### src/rtl/spi_os_pkg.sv
`timescale 1ns/1ps
package spi_os_pkg;
    // bit positions of the three asynchronous lines inside the synchronizer vector
    localparam int LINE_MOSI = 0;
    localparam int LINE_CSN  = 1;
    localparam int LINE_SCLK = 2;
    localparam int N_LINES   = 3;
    // idle levels: serial clock low, select high (inactive), data low
    localparam logic [N_LINES-1:0] LINE_IDLE = 3'b010;
endpackage

### src/rtl/spi_os_sync.sv
`timescale 1ns/1ps
module spi_os_sync #(
    parameter int           W     = 3,
    parameter int           DEPTH = 2,
    parameter logic [W-1:0] IDLE  = '0
) (
    input  logic         clk,
    input  logic         rst_n,
    input  logic [W-1:0] async_i,
    output logic [W-1:0] sync_o
);
    logic [W-1:0] stage_q [DEPTH];

    genvar s;
    generate
        for (s = 0; s < DEPTH; s++) begin : g_stage
            always_ff @(posedge clk or negedge rst_n) begin
                if (!rst_n) begin
                    stage_q[s] <= IDLE;
                end else if (s == 0) begin
                    stage_q[s] <= async_i;
                end else begin
                    stage_q[s] <= stage_q[(s > 0) ? s - 1 : 0];
                end
            end
        end
    endgenerate

    assign sync_o = stage_q[DEPTH-1];
endmodule

### src/rtl/spi_os_edge.sv
`timescale 1ns/1ps
module spi_os_edge #(
    parameter int           W    = 2,
    parameter logic [W-1:0] IDLE = '0
) (
    input  logic         clk,
    input  logic         rst_n,
    input  logic [W-1:0] level_i,
    output logic [W-1:0] rise_o,
    output logic [W-1:0] fall_o
);
    logic [W-1:0] last_q;

    always_ff @(posedge clk or negedge rst_n) begin
        if (!rst_n) last_q <= IDLE;
        else        last_q <= level_i;
    end

    assign rise_o = level_i & ~last_q;
    assign fall_o = ~level_i & last_q;
endmodule

### src/rtl/spi_os_slave.sv
`timescale 1ns/1ps
module spi_os_slave #(
    parameter int DATA_W     = 8,
    parameter int SYNC_DEPTH = 2
) (
    input  logic              clk,
    input  logic              rst_n,
    input  logic              sclk_i,
    input  logic              csn_i,
    input  logic              mosi_i,
    input  logic [DATA_W-1:0] tx_byte_i,
    output logic              miso_o,
    output logic              miso_oe_o,
    output logic [DATA_W-1:0] rx_byte_o,
    output logic              rx_valid_o
);
    import spi_os_pkg::*;

    localparam int CNT_W = (DATA_W > 1) ? $clog2(DATA_W) : 1;
    localparam logic [CNT_W-1:0] LAST_BIT = CNT_W'(DATA_W - 1);

    typedef struct packed {
        logic              active;
        logic [CNT_W-1:0]  cnt;
        logic [DATA_W-1:0] rx_sh;
        logic [DATA_W-1:0] tx_sh;
        logic [DATA_W-1:0] rx_byte;
        logic              rx_valid;
    } core_t;

    core_t q, d;

    logic [N_LINES-1:0] lines_s;
    logic [1:0]         edge_rise, edge_fall;
    logic               sclk_rise, sclk_fall, cs_start, cs_stop, mosi_s;
    logic [DATA_W-1:0]  rx_next;

    spi_os_sync #(.W(N_LINES), .DEPTH(SYNC_DEPTH), .IDLE(LINE_IDLE)) u_sync (
        .clk     (clk),
        .rst_n   (rst_n),
        .async_i ({sclk_i, csn_i, mosi_i}),
        .sync_o  (lines_s)
    );

    // bit 1: serial clock, bit 0: select
    spi_os_edge #(.W(2), .IDLE(2'b01)) u_edge (
        .clk     (clk),
        .rst_n   (rst_n),
        .level_i ({lines_s[LINE_SCLK], lines_s[LINE_CSN]}),
        .rise_o  (edge_rise),
        .fall_o  (edge_fall)
    );

    assign sclk_rise = edge_rise[1];
    assign sclk_fall = edge_fall[1];
    assign cs_start  = edge_fall[0];
    assign cs_stop   = edge_rise[0];
    assign mosi_s    = lines_s[LINE_MOSI];
    assign rx_next   = {q.rx_sh[DATA_W-2:0], mosi_s};

    always_comb begin
        d          = q;
        d.rx_valid = 1'b0;
        if (cs_start) begin
            d.active = 1'b1;
            d.cnt    = '0;
            d.rx_sh  = '0;
            d.tx_sh  = tx_byte_i;
        end else if (cs_stop) begin
            d.active = 1'b0;
            d.cnt    = '0;
        end else if (q.active) begin
            if (sclk_rise) begin
                d.rx_sh = rx_next;
                if (q.cnt == LAST_BIT) begin
                    d.cnt      = '0;
                    d.rx_byte  = rx_next;
                    d.rx_valid = 1'b1;
                    d.tx_sh    = tx_byte_i;
                end else begin
                    d.cnt = q.cnt + 1'b1;
                end
            end else if (sclk_fall && (q.cnt != '0)) begin
                // a fall right after a byte boundary keeps the fresh byte's top bit
                d.tx_sh = {q.tx_sh[DATA_W-2:0], 1'b0};
            end
        end
    end

    always_ff @(posedge clk or negedge rst_n) begin
        if (!rst_n) q <= '0;
        else        q <= d;
    end

    assign miso_oe_o  = q.active;
    assign miso_o     = q.active & q.tx_sh[DATA_W-1];
    assign rx_byte_o  = q.rx_byte;
    assign rx_valid_o = q.rx_valid;
endmodule

### config.mk
export PLATFORM = sky130hd
export DESIGN_NAME = spi_os_slave
export DESIGN_NICKNAME = d
export VERILOG_FILES = /design/src/rtl/spi_os_pkg.sv /design/src/rtl/spi_os_sync.sv /design/src/rtl/spi_os_edge.sv /design/src/rtl/spi_os_slave.sv
export SDC_FILE = /design/constraint.sdc
export NUM_CORES = 1
export LEC_CHECK = 0
export BUFFER_PORTS_ARGS = -buffer_cell sky130_fd_sc_hd__buf_4
export CORE_MARGIN = 5
export CORE_UTILIZATION = 55
export DETAILED_ROUTE_END_ITERATION = 6
export PLACE_DENSITY = 0.87
export RECOVER_POWER = 25
export SLEW_MARGIN = 20
export SYNTH_ARGS = -nofsm -noshare
export SYNTH_HDL_FRONTEND = slang
export SYNTH_SLANG_ARGS = --single-unit
export TNS_END_PERCENT = 1
### constraint.sdc
create_clock -name clk -period 2.6 [get_ports clk]
set_clock_uncertainty 0.15 [all_clocks]
set_input_delay 0.13 -clock clk [delete_from_list [all_inputs] [get_ports clk]]
set_output_delay 0.13 -clock clk [all_outputs]
set_load 0.005 [all_outputs]
Word level (Yosys, flattened, before mapping)

Cells that the tools add are included.

Register bits: 36
Bits of input ports: 13
Output and inout port bits: 11
Word-level logic and storage cells: 44

$add $sub $neg: 1
Equal/unequal tests: 3
Mux-type cells: 12
Bitwise logic cells: 7
Reduce and logical (&&, ||, !) cells: 12

Operators by type and width:

| cell                                           | count |
|---|---|
| 2-to-1 mux 28 bit                              | 1 |
| 2-to-1 mux 25 bit                              | 1 |
| 2-to-1 mux 20 bit                              | 1 |
| 2-to-1 mux 17 bit                              | 1 |
| 2-to-1 mux 8 bit                               | 2 |
| nonzero test 3 bit                             | 4 |
| 2-to-1 mux 11 bit                              | 1 |
| 2-to-1 mux 9 bit                               | 1 |
| 2-to-1 mux 3 bit                               | 2 |
| nonzero test 2 bit                             | 3 |
| AND reduction 5 bit                            | 1 |
| bitwise AND 2 bit                              | 2 |
| NOT 2 bit                                      | 2 |
| AND reduction 4 bit                            | 1 |
| adder 3 x 1 -> 3 bit (second input constant)   | 1 |
| == test 3 bit (second input constant)          | 1 |
| != test 3 x 1 -> 1 bit (second input constant) | 1 |
| AND reduction 3 bit                            | 1 |
| 2-to-1 mux 1 bit                               | 2 |
| != test 2 x 1 -> 1 bit (second input constant) | 1 |
| NOT 1 bit                                      | 2 |
| AND reduction 2 bit                            | 1 |
| bitwise AND 1 bit                              | 1 |
| logical AND 1 bit                              | 1 |

Longest topological paths before layout

Gate-level depths: netlist of run 1.

Word-level depth: 8
Depth in mapped cells: 7

Hierarchy

From an unflattened synthesis of run 1, not the netlist that was laid out.

Cells, all modules: 135
Area total of the unflattened synthesis: 1,725.4 sq um

Modules (own cells, without submodules):

| module       | instances | cells an instance | area an instance (sq um) |
|---|---|---|---|
| spi_os_slave | 1         | 120               | 1,463.9 |
| spi_os_sync  | 1         | 9                 | 175.2 |
| spi_os_edge  | 1         | 6                 | 86.3 |

Least setup slack after synthesis of run 1

No wires, ideal clock.

Path type: reg-to-reg
Start point: register u_sync.stage_q (netlist bit u_sync.sync_o[1])
End point: register q[10] in the netlist's numbering
Library setup time: 0.125 ns
Arrival: 1.681 ns
Required time: 2.325 ns
Path slack: 0.644 ns
Cell stages (with the launch flop): 7
Clock period less this slack: 1.956 ns
Cell sequence: dfstp_2 ha_1 nor3b_2 buf_6 a31o_4 a22o_1 mux2_4

Longest elaborated chain between the ends: 4
Elaborated cells on any way between the ends: 9
Those cells by class: eq/ne: 2; mux: 1; bitwise: 3; reduce/logical: 3

Ends and longest elaborated chain:

| item                                                     | line               | source |
|---|---|---|
| start: declaration                                       | spi_os_sync.sv:12  | `logic [W-1:0] stage_q [DEPTH];` |
| start signal: indexed assignment                         | spi_os_sync.sv:21  | `stage_q[s] <= async_i;` |
| start signal: indexed assignment                         | spi_os_sync.sv:23  | `stage_q[s] <= stage_q[(s > 0) ? s - 1 : 0];` |
| NOT 2 bit                                                | spi_os_edge.sv:20  | `assign fall_o = ~level_i & last_q;` |
| bitwise AND 2 bit                                        | spi_os_edge.sv:20  |  |
| != test 3 x 1 -> 1 bit (no line) (tied with other cells) | -                  |  |
| AND reduction 4 bit (no line)                            | -                  |  |
| end signal: assignment                                   | spi_os_slave.sv:91 | `if (!rst_n) q <= '0;` |
| end signal: assignment                                   | spi_os_slave.sv:92 | `else q <= d;` |
| end: declaration                                         | spi_os_slave.sv:31 | `core_t q, d;` |

Parallel ways exist; a longest one is shown, timed or not.
A chain may end at the register's enable or synchronous reset.

Worst setup path in the final report of run 1

Start point: register u_sync.stage_q (netlist bit u_sync.sync_o[1])
End point: register q[11] in the netlist's numbering

Same word-level chain as after synthesis.

==> results.yml, run 1 <==
yosys:
  yosys-top-cells-count: "dfrtp_1, nand2_1, mux2_2"
  netlist_instances: 126
  synth_compound_area_share_pct: 9.675
  synthAdderAreaFrac_pct: 4.644
  synth_largest_area_cell: "dfrtp_1"
  synth_top_area_share_pct: 51.08
  synthSimpleGateAreaFrac_pct: 9.133
  avgSynthCellArea_um2: 12.83
  synth_top_family_by_area: "multiplexers"
  synth_ff_type: "dfrtp_1"
  yosys.area_share.xor_xnor_pct: 0.5418
  netlist-cell-type-count: 31
  synth_edf_count: 0
  async_flop_share_pct: 100.0
  syn_area_um2: 1617
  yosys_register_bits: 36
  muxShareOfSynthArea_pct: 14.01
  synth_fp_nets: 145
  synthTopCellsByArea: "dfrtp_1, mux2_4, mux2_2"
  synth_seq_area_share_pct: 55.96
  yosysWarningCount: 0
  synth_most_common_cell: "dfrtp_1"
floorplan:
  die_area_um2: 4124
  io_pins: 24
  start_util_pct: 58.12
  rows: 19
  die_x_um: 64.22
  coreArea_um2: 2781
  die_height_um: 64.22
placed_design:
  hpwl_um: 1914
  place.detailed.instances: 170
  io_buffers: 23
  place_congestion: 0.7479
detailed_routing:
  wl_per_cell_um: 14.32
  route.detailed.drc: 0
  via_per_inst: 5.402
  drtPass1Iterations: 4
  ant_nets: 0
  initialDrtViolationCount: 35
  wl_um: 2707
  vias: 1021
global_route:
  grt_pass1_vias: 1071
  grt_max_degree: 37
  antenna_found_initial: 0
  overflow: 0
  grt_use_total_pct: 15.77
  grt_pass1_wl_um: 4926
sta:
  setup_viol: 0
  worstMarginPinSlew_ns: 1.835
  whs_ns: 0.04127
  final_max_slew_viol_count: 37
  fin_crit_sh_pct: 81.43
  rsz0062_at_grt: "no"
  fin_crit_ns: 2.117
  finalHoldViolCount: 0
  slew_headroom_pct: -22.31
  fmax_mhz: 472.4
  final.setup.tns_ns: 0
clock_network:
  insertion_delay_ns: 0.34
  h-tree-depth: 2
  path_clk_slew_ns: 0.10
  post_cts_buffers: 0
  clock_sinks: 36
  root_buffer: "clkbuf_4"
  cts_tree: "yes"
  max-clock-path-buffers: 2
  numCtsBuffers: 5
power_and_ir_drop:
  comb_power_share_pct: 10.9
  p_sw_share_pct: 23.50
  power_frac_seq_pct: 59.0
  p_per_area_nw_per_um2: 531.6
  power_frac_clock_pct: 30.1
  p_int_uw: 781.6
  leakage_nw: 0.9561
  vdd_drop_max_mv: 0.5029
  p_sw_uw: 240.1
  p_total_mw: 1.022
worst_setup_path:
  required_ns: 2.69
  worst-path-buf-inv: 1
  crit_chain: "ha_1 -> nor3b_2 -> buf_4 -> a31o_4 -> a22o_1 -> mux2_4"
  critPathCaptureType: "register"
  crit_fanout: 10
  slowest_delay_ns: 0.56
  reg2reg_slack_ns: 0.48
  crit_arrival_ns: 2.21
  crit_slowest_cell: "dfstp_1"
  crit_family: "flip-flops"
  crit_type: "register to register"
  critPathLaunchType: "register"
final_layout:
  fin_cells: 189
  antenna_cells: 0
  drive_gt1_share_pct: 32.28
  post-route-util_pct: 69.10
  final_nets: 176
  synthToLayoutAreaGrowth_pct: 18.89
worst_hold_path:
  hold_class: "primary input to register"
flow_run:
  maxCapViolCount: 1
outcome:
  status: "finished with violations"
  violations: "max-capacitance violations, max-slew violations"
==> layer usage <==
metal / global-route usage, % / part of all wire (%)
met2: 23.49 / 47
met5: 0 / 0
met3: 6.830 / 6.4
met4: 8.142 / 4.3
met1: 19.41 / 43
==> worst paths after layout <==
check,from,end,cells past startpoint
min reg2reg,u_sync.stage_q[5],u_sync.sync_o[2],0
max,u_sync.sync_o[1],q[11],6
max in group asynchronous,rst_n,rx_byte_o[6],2
min in group asynchronous,rst_n,miso_oe_o,2
max reg2reg,u_sync.sync_o[1],q[11],6
min,tx_byte_i[0],q[9],3
==> layout by cell type, fill, tap and decap left out, drive strengths merged <==
cell | synthesis | layout
nand2b | 1 | 1
xnor2 | 1 | 1
inv | 5 | 5
clkbuf | 1 | 12
and2b | 1 | 1
nand4b | 1 | 1
a21o | 1 | 1
a21boi | 1 | 1
and3 | 1 | 1
nand3 | 1 | 1
nand2 | 16 | 16
nand3b | 1 | 1
dfstp | 3 | 3
and2 | 1 | 1
a31o | 1 | 1
nor2b | 1 | 1
a21oi | 1 | 1
nor2 | 1 | 1
buf | 10 | 20
dlygate4sd3 | 0 | 11
nor3 | 3 | 3
ha | 6 | 6
nor3b | 1 | 1
a31oi | 1 | 1
a22o | 7 | 7
dfrtp | 33 | 33
mux2 | 16 | 16
mux2i | 2 | 2
o21ai | 8 | 8
==> tightest hold or removal path, stage by stage <==
cell and delay (ns):
buf_4 0.07, a21boi_0 0.15, mux2_2 0.15
==> power by group through the flow <==
stage	clock [mW]	sequential (mW)	combinational (mW)
2_1_floorplan	0	0.608	0.0651
3_3_place_gp	0	0.612	0.0960
3_5_place_dp	0	0.614	0.101
4_1_cts	0.314	0.603	0.114
5_1_grt	0.342	0.607	0.125
6_report	0.307	0.603	0.112
==> layout make-up <==
type	count	area, um2
tap	31	38.79
inverter	5	18.77
fill	194	859.6
multi-input combinational	74	614.3
timing repair buffer	35	286.5
sequential	36	904.6
clock buffer	8	58.81
==> through the flow <==
| step | setup slack [ns] | cell area, um2 |
|---|---|---|
| 2_1_floorplan | 0.6439 | 1617 |
| 3_3_place_gp | 0.5746 | 1757 |
| 3_5_place_dp | 0.4983 | 1757 |
| 4_1_cts | 0.4852 | 1926 |
| 5_1_grt | 0.1878 | 1922 |
| 6_report | 0.4829 | 1922 |
==> what timing repair did <==
action / in CTS / in global routing
endpoints found under the setup margin: 0 / 0
gates resized for setup: 0 / 0
hold buffers: 11 / 0
hold endpoints to repair: 46 / 0
==> sequential cells by signal (all words and copies together) (netlist names) <==
register        flops
u_edge.last_q       2
rx_byte_o           8
rx_valid_o          1
u_sync.stage_q      3
q                  18
u_sync.sync_o       3
miso_oe_o           1
==> cells by family (layout without fill, tap and decap cells) <==
kind of cell	after synthesis	count (layout)
buf+inv	16	48
xor+xnor	1	1
simple gates	29	29
flops	36	36
mux	18	18
fa+ha+maj	6	6
compound gates	20	20
No activity file was read; power rests on OpenSTA's default activity.
==> inputs of run 2 (changes only) <==
- CORE_UTILIZATION: 55 -> 50
- PLACE_DENSITY: 0.87 -> 0.84
- clock period: 2.6 -> 1.8 ns (I/O delays scaled with it)
==> run 2 against run 1 <==
Net effect:
- the run ends with negative setup slack left
- setup slack got worse by 0.57 ns
- sequential power increased by 45%
- flip-flop and latch count unchanged
- core utilization grew 1.2 points
- combinational power increased by 88%
- register-to-register slack worse by 0.57 ns
- count of clock-buffer cells in the layout fell by 2
- routed wire length increased by 16%
- fmax grew 12%
- largest power group unchanged
- clock power is 45% higher
- highest routed layer unchanged
- power rose by 50%
==> results.yml, run 2 (synthesized netlist as in run 1, its figures left out) <==
sta:
  fin_crit_sh_pct: 104.7
  fmax_mhz: 530.9
  final_max_slew_viol_count: 0
  rsz0062_at_grt: "yes"
  final.setup.tns_ns: -0.4371
  worstMarginPinSlew_ns: 0.8570
  worst_slack_ns: -0.08375
  fin_crit_ns: 1.884
  setup_viol: 8
  slew_headroom_pct: 42.87
  finalHoldViolCount: 0
final_layout:
  synthToLayoutAreaGrowth_pct: 33.82
  antenna_cells: 0
  final_nets: 188
  largest_reg_flops: 18
  regMostFlops: "q"
  final_common_cell: "dfrtp_1"
  drive_gt1_share_pct: 46.47
  final_cell_mix: "dfrtp_1, buf_4, mux2_4, nand2_1, dlygate4sd3_1"
  post-route-util_pct: 70.28
worst_setup_path:
  crit_arrival_ns: 1.95
  required_ns: 1.87
  crit_fanout: 7
  crit_type: "register to register"
  critPathLaunchType: "register"
  critPathCaptureType: "register"
placed_design:
  io_buffers: 23
  place_congestion: 0.7812
  hpwl_um: 2025
detailed_routing:
  via_per_inst: 5.182
  initialDrtViolationCount: 120
  drtPass1Iterations: 4
  vias: 1109
  wl_per_cell_um: 14.73
  ant_nets: 0
  wl_um: 3153
  route.detailed.drc: 0
power_and_ir_drop:
  p_sw_uw: 374.6
  p_total_mw: 1.530
  leakage_nw: 1.044
  vdd_drop_max_mv: 0.4863
  p_int_mw: 1.155
  p_sw_share_pct: 24.49
  power_frac_seq_pct: 57.2
  comb_power_share_pct: 13.7
  p_per_area_nw_per_um2: 707.1
  power_frac_clock_pct: 29.1
worst_hold_path:
  hold_class: "primary input to register"
floorplan:
  start_util_pct: 52.52
  coreArea_um2: 3078
  rows: 20
  io_pins: 24
  die_x_um: 66.86
  die_area_um2: 4470
  die_height_um: 66.86
clock_network:
  root_buffer: "clkbuf_4"
  cts_tree: "yes"
  max-clock-path-buffers: 2
  h-tree-depth: 2
  clock_sinks: 36
  insertion_delay_ns: 0.34
  path_clk_slew_ns: 0.11
  numCtsBuffers: 5
global_route:
  grt_max_degree: 37
  antenna_found_initial: 0
  grt_pass1_vias: 1126
  overflow: 0
  grt_use_total_pct: 16.56
  grt_pass1_wl_um: 5430
flow_run:
  maxCapViolCount: 0
outcome:
  status: "finished with violations"
  violations: "negative setup slack"
==> run 2: repair_timing <==
item	CTS	global route
resized for setup	19	9
setup buffers	4	1
hold buffers	11	0
cloned	0	0
endpoints found under the setup margin	22	23
pin swaps	8	8
endpoints found under the hold margin	46	0
==> run 2: per-stage QoR <==
stage / setup WS, ns / instances / hold WS, ns / instance area [um2]
floorplan: -0.004653 / 126 / -0.3556 / 1648
global placement: -0.03498 / 190 / -0.08946 / 1856
detailed placement: -0.1147 / 190 / -0.08508 / 1856
CTS: -0.04221 / 213 / 0.01638 / 2141
global route: -0.1370 / 214 / 0.02169 / 2163
finish: -0.08375 / 214 / 0.03160 / 2163
==> run 2: worst max-delay path: stages, from the launching register on <==
cell     delay, ns
dfstp_2       0.59
ha_4          0.17
nor3b_4       0.05
buf_4         0.13
a31o_4        0.24
a22o_1        0.19
mux2_4        0.26
==> run 2: final cells by class <==
| type | instances | area [um2] |
|---|---|---|
| Clock buffer | 6 | 51.30 |
| Fill cell | 188 | 914.6 |
| Sequential cell | 36 | 904.6 |
| Multi-Input combinational cell | 74 | 716.9 |
| Tap cell | 44 | 55.05 |
| Clock inverter | 2 | 10.01 |
| Timing Repair Buffer | 47 | 406.6 |
| Inverter | 5 | 18.77 |
==> run 2: power groups by stage <==
stage,sequential (mW),combinational [mW],clock (mW)
CTS,0.873,0.202,0.459
global route,0.880,0.228,0.492
finish,0.875,0.210,0.445
floorplan,0.880,0.0997,0
global placement,0.884,0.160,0
detailed placement,0.887,0.167,0
==> run 2: metal layers <==
| metal | vias to the layer above | global-route usage, % | wire length, um |
|---|---|---|---|
| li1 | 513 | - | - |
| met1 | 566 | 21.40 | 1395 |
| met2 | 21 | 25.62 | 1554 |
| met3 | 9 | 4.722 | 134 |
| met4 | 0 | 7.595 | 70 |
| met5 | - | 0 | 0 |
==> run 2: worst paths after layout <==
| path | endpoint | cells after the start | start | slack (ns) |
|---|---|---|---|---|
| min | q[9] | 3 | tx_byte_i[0] | 0.03 |
| max in group asynchronous | u_edge.last_q[1] | 2 | rst_n | 0.73 |
| min reg2reg | u_sync.sync_o[2] | 0 | u_sync.stage_q[5] | 0.21 |
| max reg2reg | q[11] | 6 | u_sync.sync_o[1] | -0.08 |
| max | q[11] | 6 | u_sync.sync_o[1] | -0.08 |
| min in group asynchronous | rx_byte_o[7] | 2 | rst_n | 0.24 |
